**src/rtl/ftc_pkg.sv**
```systemverilog
package ftc_pkg;
  localparam int STAGES = 4;

  typedef enum logic [2:0] {
    ST_RUN      = 3'd0,
    ST_IDLE     = 3'd1,
    ST_SQUASH   = 3'd2,
    ST_BLOCKED  = 3'd3,
    ST_WAIT_MEM = 3'd4,
    ST_MEM_DONE = 3'd5,
    ST_TRAP     = 3'd6,
    ST_QUIESCE  = 3'd7
  } fstate_e;

  function automatic logic is_busy(fstate_e s);
    return (s == ST_RUN) || (s == ST_SQUASH) || (s == ST_MEM_DONE);
  endfunction
endpackage

```
**src/rtl/ftc_stall_bits.sv**
```systemverilog
module ftc_stall_bits #(
  parameter int NS = 4
) (
  input  logic          clk,
  input  logic          rst,
  input  logic [NS-1:0] set_i,
  input  logic [NS-1:0] clr_i,
  output logic [NS-1:0] bits_q,
  output logic [NS-1:0] bits_nxt,
  output logic          err_q
);
  always_comb begin
    bits_nxt = (bits_q & ~clr_i) | set_i;
  end

  always_ff @(posedge clk) begin
    if (rst) begin
      bits_q <= '0;
      err_q  <= 1'b0;
    end else begin
      bits_q <= bits_nxt;
      err_q  <= |(set_i & clr_i);
    end
  end
endmodule

```
**src/rtl/ftc_thread_fsm.sv**
```systemverilog
module ftc_thread_fsm
  import ftc_pkg::*;
#(
  parameter int          PC_W       = 32,
  parameter int          TAG_W      = 4,
  parameter int          INST_BYTES = 4,
  parameter logic [PC_W-1:0] RESET_PC = '0
) (
  input  logic             clk,
  input  logic             rst,
  input  logic             stall_any,
  input  logic             cmt_sq,
  input  logic [PC_W-1:0]  cmt_tgt,
  input  logic             rob_sq,
  input  logic             dec_sq,
  input  logic [PC_W-1:0]  dec_tgt,
  input  logic             issue,
  input  logic [TAG_W-1:0] issue_tag,
  input  logic             resp_hit,
  input  logic [TAG_W-1:0] resp_tag,
  output fstate_e          state_q,
  output fstate_e          state_nxt,
  output logic [PC_W-1:0]  pc_q,
  output logic [PC_W-1:0]  npc_q
);
  localparam logic [PC_W-1:0] STEP = PC_W'(INST_BYTES);

  logic [TAG_W-1:0] tag_q, tag_nxt;
  logic             tag_vld_q, tag_vld_nxt;
  logic [PC_W-1:0]  pc_nxt, npc_nxt;
  logic             accept;

  assign accept = (state_q == ST_WAIT_MEM) && resp_hit && tag_vld_q && (resp_tag == tag_q);

  always_comb begin
    state_nxt   = state_q;
    pc_nxt      = pc_q;
    npc_nxt     = npc_q;
    tag_nxt     = tag_q;
    tag_vld_nxt = tag_vld_q;
    if (cmt_sq) begin
      pc_nxt      = cmt_tgt;
      npc_nxt     = cmt_tgt + STEP;
      state_nxt   = ST_SQUASH;
      tag_vld_nxt = 1'b0;
    end else if (rob_sq) begin
      state_nxt   = ST_SQUASH;
      tag_vld_nxt = 1'b0;
    end else if (dec_sq && state_q != ST_SQUASH) begin
      pc_nxt      = dec_tgt;
      npc_nxt     = dec_tgt + STEP;
      state_nxt   = ST_SQUASH;
      tag_vld_nxt = 1'b0;
    end else if (stall_any && state_q != ST_WAIT_MEM) begin
      state_nxt = ST_BLOCKED;
    end else if (state_q == ST_BLOCKED || state_q == ST_SQUASH) begin
      state_nxt = ST_RUN;
    end else if (state_q == ST_MEM_DONE) begin
      state_nxt = ST_RUN;
    end else if (accept) begin
      state_nxt   = stall_any ? ST_BLOCKED : ST_MEM_DONE;
      tag_vld_nxt = 1'b0;
    end else if (state_q == ST_RUN && issue) begin
      state_nxt   = ST_WAIT_MEM;
      tag_nxt     = issue_tag;
      tag_vld_nxt = 1'b1;
    end
  end

  always_ff @(posedge clk) begin
    if (rst) begin
      state_q   <= ST_RUN;
      pc_q      <= RESET_PC;
      npc_q     <= RESET_PC + STEP;
      tag_q     <= '0;
      tag_vld_q <= 1'b0;
    end else begin
      state_q   <= state_nxt;
      pc_q      <= pc_nxt;
      npc_q     <= npc_nxt;
      tag_q     <= tag_nxt;
      tag_vld_q <= tag_vld_nxt;
    end
  end
endmodule

```
**src/rtl/ftc_activity.sv**
```systemverilog
module ftc_activity #(
  parameter int NT = 2
) (
  input  logic          clk,
  input  logic          rst,
  input  logic [NT-1:0] enable_i,
  input  logic [NT-1:0] busy_nxt,
  output logic          active_q
);
  always_ff @(posedge clk) begin
    if (rst) active_q <= 1'b0;
    else     active_q <= |(enable_i & busy_nxt);
  end
endmodule

```
**src/rtl/fetch_thread_ctrl.sv**
```systemverilog
module fetch_thread_ctrl
  import ftc_pkg::*;
#(
  parameter int          NUM_THREADS = 2,
  parameter int          PC_W        = 32,
  parameter int          TAG_W       = 4,
  parameter int          INST_BYTES  = 4,
  parameter logic [PC_W-1:0] RESET_PC = '0,
  localparam int         TID_W       = (NUM_THREADS > 1) ? $clog2(NUM_THREADS) : 1
) (
  input  logic                         clk,
  input  logic                         rst,
  input  logic [NUM_THREADS-1:0]       thread_active,
  input  logic [NUM_THREADS*4-1:0]     stall_set,
  input  logic [NUM_THREADS*4-1:0]     stall_clr,
  input  logic                         ctx_switch,
  input  logic [NUM_THREADS-1:0]       cmt_squash,
  input  logic [NUM_THREADS*PC_W-1:0]  cmt_target,
  input  logic [NUM_THREADS-1:0]       rob_squashing,
  input  logic [NUM_THREADS-1:0]       dec_squash,
  input  logic [NUM_THREADS*PC_W-1:0]  dec_target,
  input  logic [NUM_THREADS-1:0]       miss_issue,
  input  logic [NUM_THREADS*TAG_W-1:0] miss_tag,
  input  logic                         resp_valid,
  input  logic [TID_W-1:0]             resp_tid,
  input  logic [TAG_W-1:0]             resp_tag,
  output logic [NUM_THREADS*3-1:0]     thr_state,
  output logic [NUM_THREADS*PC_W-1:0]  pc,
  output logic [NUM_THREADS*PC_W-1:0]  next_pc,
  output logic                         stage_active,
  output logic [NUM_THREADS-1:0]       proto_err
);
  logic [NUM_THREADS*4-1:0] stall_q;
  logic [NUM_THREADS*4-1:0] stall_nxt;
  logic [NUM_THREADS-1:0]   busy_nxt;

  for (genvar t = 0; t < NUM_THREADS; t++) begin : g_thr
    fstate_e st_q, st_nxt;
    logic    hit;

    assign hit = resp_valid && (resp_tid == TID_W'(t));

    ftc_stall_bits #(.NS(STAGES)) u_stall (
      .clk      (clk),
      .rst      (rst),
      .set_i    (stall_set[t*4 +: 4]),
      .clr_i    (stall_clr[t*4 +: 4]),
      .bits_q   (stall_q[t*4 +: 4]),
      .bits_nxt (stall_nxt[t*4 +: 4]),
      .err_q    (proto_err[t])
    );

    ftc_thread_fsm #(
      .PC_W(PC_W), .TAG_W(TAG_W), .INST_BYTES(INST_BYTES), .RESET_PC(RESET_PC)
    ) u_fsm (
      .clk       (clk),
      .rst       (rst),
      .stall_any ((|stall_nxt[t*4 +: 4]) | ctx_switch),
      .cmt_sq    (cmt_squash[t]),
      .cmt_tgt   (cmt_target[t*PC_W +: PC_W]),
      .rob_sq    (rob_squashing[t]),
      .dec_sq    (dec_squash[t]),
      .dec_tgt   (dec_target[t*PC_W +: PC_W]),
      .issue     (miss_issue[t]),
      .issue_tag (miss_tag[t*TAG_W +: TAG_W]),
      .resp_hit  (hit),
      .resp_tag  (resp_tag),
      .state_q   (st_q),
      .state_nxt (st_nxt),
      .pc_q      (pc[t*PC_W +: PC_W]),
      .npc_q     (next_pc[t*PC_W +: PC_W])
    );

    assign thr_state[t*3 +: 3] = st_q;
    assign busy_nxt[t]         = is_busy(st_nxt);
  end

  ftc_activity #(.NT(NUM_THREADS)) u_act (
    .clk      (clk),
    .rst      (rst),
    .enable_i (thread_active),
    .busy_nxt (busy_nxt),
    .active_q (stage_active)
  );
endmodule

```
**config.mk**
```make
export PLATFORM = sky130hd
export DESIGN_NAME = fetch_thread_ctrl
export DESIGN_NICKNAME = d
export VERILOG_FILES = /design/src/rtl/ftc_pkg.sv /design/src/rtl/ftc_stall_bits.sv /design/src/rtl/ftc_thread_fsm.sv /design/src/rtl/ftc_activity.sv /design/src/rtl/fetch_thread_ctrl.sv
export SDC_FILE = /design/constraint.sdc
export NUM_CORES = 1
export LEC_CHECK = 0
export BUFFER_PORTS_ARGS = -buffer_cell sky130_fd_sc_hd__buf_2
export CORE_UTILIZATION = 49
export DETAILED_ROUTE_END_ITERATION = 7
export GPL_ROUTABILITY_DRIVEN = 0
export PLACE_DENSITY = 0.86
export SYNTH_ARGS = -nofsm -noshare
export SYNTH_HDL_FRONTEND = slang
export SYNTH_SLANG_ARGS = --single-unit
```
**constraint.sdc**
```tcl
create_clock -name clk -period 4.4 [get_ports clk]
set_clock_uncertainty 0.1 [all_clocks]
set_input_delay 0.44 -clock clk [delete_from_list [all_inputs] [get_ports clk]]
set_output_delay 0.44 -clock clk [all_outputs]
set_load 0.01 [all_outputs]
```
==> impl_metrics.yaml <==
logic_synthesis:
  synth_largest_area_cell: "dfxtp_1"
  synthDominantCellAreaShare: 0.388
  async_flop_share: 0
  synthFlopType: "dfxtp_1"
  yosysWarnings: 0
  seq_area_frac_synth: 0.388
  synthTopCellsByArea: "dfxtp_1 39%, mux2i_1 8.3%, a211oi_1 7.1%, nor2_1 5.4%, nand2_1 4.1%"
  syn-instance-count: 893
  avgSynthCellArea_um2: 8.73
  synth-seq-cells: 151
  synth_cell_type_count: 68
  syn_nets: 1066
  synth_edf_count: 0
  synthesis.area_um2: 7790
clocking:
  cts.clk_slew.worst_paths_ns: 0.06
  cts_buffer_depth: 2
  clk_latency_ns: 0.42
  cts_htree_levels: 4
  cts_buffers: 17
  postCtsResizedCells: 0
  cts-root-buf: "clkbuf_16"
  cts_setup_buffers: 0
  clock_sinks: 151
  cts_tree: "yes"
  hold_buffers: 0
drt:
  num_vias: 7677
  wl_per_cell_um: 15.5
  wl_mm: 21.5
  postRouteAntennaNets: 0
  drt_iter0_drc: 421
  drc: 0
  viasPerCell: 5.54
  drt_first_pass_iters: 5
timing:
  report.final.slew_viol_count: 0
  setup_violations: 0
  max_slew_margin: 0.378
  worst_pin_slew_ns: 0.932
  timing.final.crit_share: 0.663
  max_freq_mhz: 343
  period_needed_ns: 2.92
  setup_tns_ns: 0
  hold_viol: 0
  rsz0062_at_grt: "no"
grt:
  first_global_vias: 7067
  grt.total_usage: 0.258
  grt_pass1_wl_mm: 33.9
  overflow: 0
  antenna_found_initial: 0
  grt_max_degree: 94
setup_path:
  critical_path_class: "in -> reg"
  cp-end-kind: "flop"
  path_cells: "buf_2, mux2i_1, inv_1, ha_1, nor2b_1, nand2_1, or4_1, nand3_1, a21oi_1"
  crit_fanout: 34
  critPathLaunchType: "input pin"
  worst_path_max_delay_cell: "or4_1"
  critPathMaxStageDelay_ns: 0.62
  critPathArrivalTime_ns: 3.07
  required_ns: 4.56
layout:
  fin_nets: 1336
  num_antenna_cells: 0
  area_delta_synth_final_pct: 27.8
  final_cell_mix: "306 x buf_2, 151 x dfxtp_1, 112 x nor2_1, 86 x nand2_1, 74 x a211oi_1"
  final_area_um2: 9960
  final_common_cell: "buf_2"
  drive_above_1_share: 0.323
floorplanning:
  die_area_um2: 16400
  core_um2: 15400
  rows: 45
  die_height_um: 128
  ioPinCount: 308
  start_util: 0.507
  die_width_um: 128
power:
  power.total_w: 0.00373
  leakagePower_nw: 4.50
  p_per_area_nw_per_um2: 375
  vdd_drop_max_mv: 0.274
status:
  status: "complete, no violations"
job:
  cap_violations: 0
placement:
  placed_cell_area_um2: 9330
  hpwl_mm: 16.1
  io_buffers: 307
worst_hold_path:
  hold_class: "in -> reg"
[cells in the mapped netlist, types with 7 or more instances]
cell,count
nand2_1,86
mux2_2,7
a211oi_1,74
nand3b_1,16
a21oi_1,63
buf_2,15
xnor2_1,22
xor2_1,25
o31ai_1,8
mux2i_1,65
nor2_1,113
nand3_1,35
clkbuf_1,31
or4_1,10
dfxtp_1,151
inv_1,13
nor3_1,13
o21ai_0,11
nor2b_1,13
[routing by layer]
metal | up-vias | part of all wire | wire length (um) | global-route usage
li1 | 3760 | - | - | -
met1 | 3597 | 0.40 | 8550 | 0.297
met2 | 275 | 0.50 | 10800 | 0.451
met3 | 45 | 0.077 | 1650 | 0.0701
met4 | 0 | 0.026 | 568 | 0.106
met5 | - | 0 | 0 | 0
[path summary, 6_finish.rpt]
kind,from,to,slack [ns],depth (start not counted)
worst min register to register,g_thr[0].u_fsm.npc_q[2]$_SDFFE_PP1P_,g_thr[0].u_fsm.npc_q[2]$_SDFFE_PP1P_,0.34,2
worst max register to register,g_thr[1].u_fsm.state_q[2]$_SDFF_PP0_,g_thr[1].u_fsm.npc_q[27]$_SDFFE_PP0P_,1.87,6
worst max-delay path,cmt_squash[0],g_thr[0].u_fsm.npc_q[26]$_SDFFE_PP0P_,1.48,9
worst min-delay path,miss_tag[0],g_thr[0].u_fsm.tag_q[0]$_SDFFE_PP0P_,0.16,3
[metrics by stage]
stage | hold slack [ns] | setup slack, ns | utilization | cells
6_report | 0.156 | 1.48 | 0.648 | 1386
5_1_grt | 0.169 | 1.27 | 0.648 | 1386
4_1_cts | 0.146 | 1.55 | 0.648 | 1386
3_5_place_dp | 0.338 | 1.11 | 0.607 | 1355
3_3_place_gp | 0.328 | 1.22 | 0.607 | 1355
2_1_floorplan | 0.347 | 0.915 | - | 893
[power by group]
| part | total [W] | internal [W] | switching [W] |
|---|---|---|---|
| registers | 0.00152 | 0.00147 | 0.0000545 |
| clock network | 0.00157 | 0.00102 | 0.000548 |
| logic | 0.000643 | 0.000268 | 0.000375 |
[cell families (layout without fill, tap and decap cells)]
kind of cell             Yosys count  count (layout)  synth area share
AO/OA/AOI/OAI                    207             207             0.195
XOR/XNOR                          47              47            0.0528
adder cells (fa/ha/maj)            2               2           0.00321
buffers and inverters             79             361            0.0520
flip-flops                       151             151             0.388
multiplexers                      72              72            0.0936
AND/OR/NAND/NOR                  335             335             0.216
[critical path: cells and delay by family]
kind | cells | cell delay, ns
mux | 1 | 0.25
buf+inv | 2 | 0.68
simple gates | 4 | 1.44
compound gates | 1 | 0.07
fa+ha+maj | 1 | 0.18
[state kept, by name, indices dropped and copies added, names as in the netlist]
register / cells
g_thr.u_fsm.npc_q: 64
g_thr.u_fsm.state_q: 6
g_thr.u_fsm.tag_vld_q: 2
u_act.active_q: 1
g_thr.u_fsm.pc_q: 60
g_thr.u_stall.bits_q: 8
g_thr.u_fsm.tag_q: 8
g_thr.u_stall.err_q: 2
[area by class of cell]
cell class                 count  area [um2]
tap                          211         264
sequential                   151        3020
inverter                      13        48.8
fill                        1284        5410
timing repair buffer         317        1630
multi-input combinational    663        4370
clock inverter                 8         171
clock buffer                  23         458
Note: power is estimated with default switching activity, not from simulation.
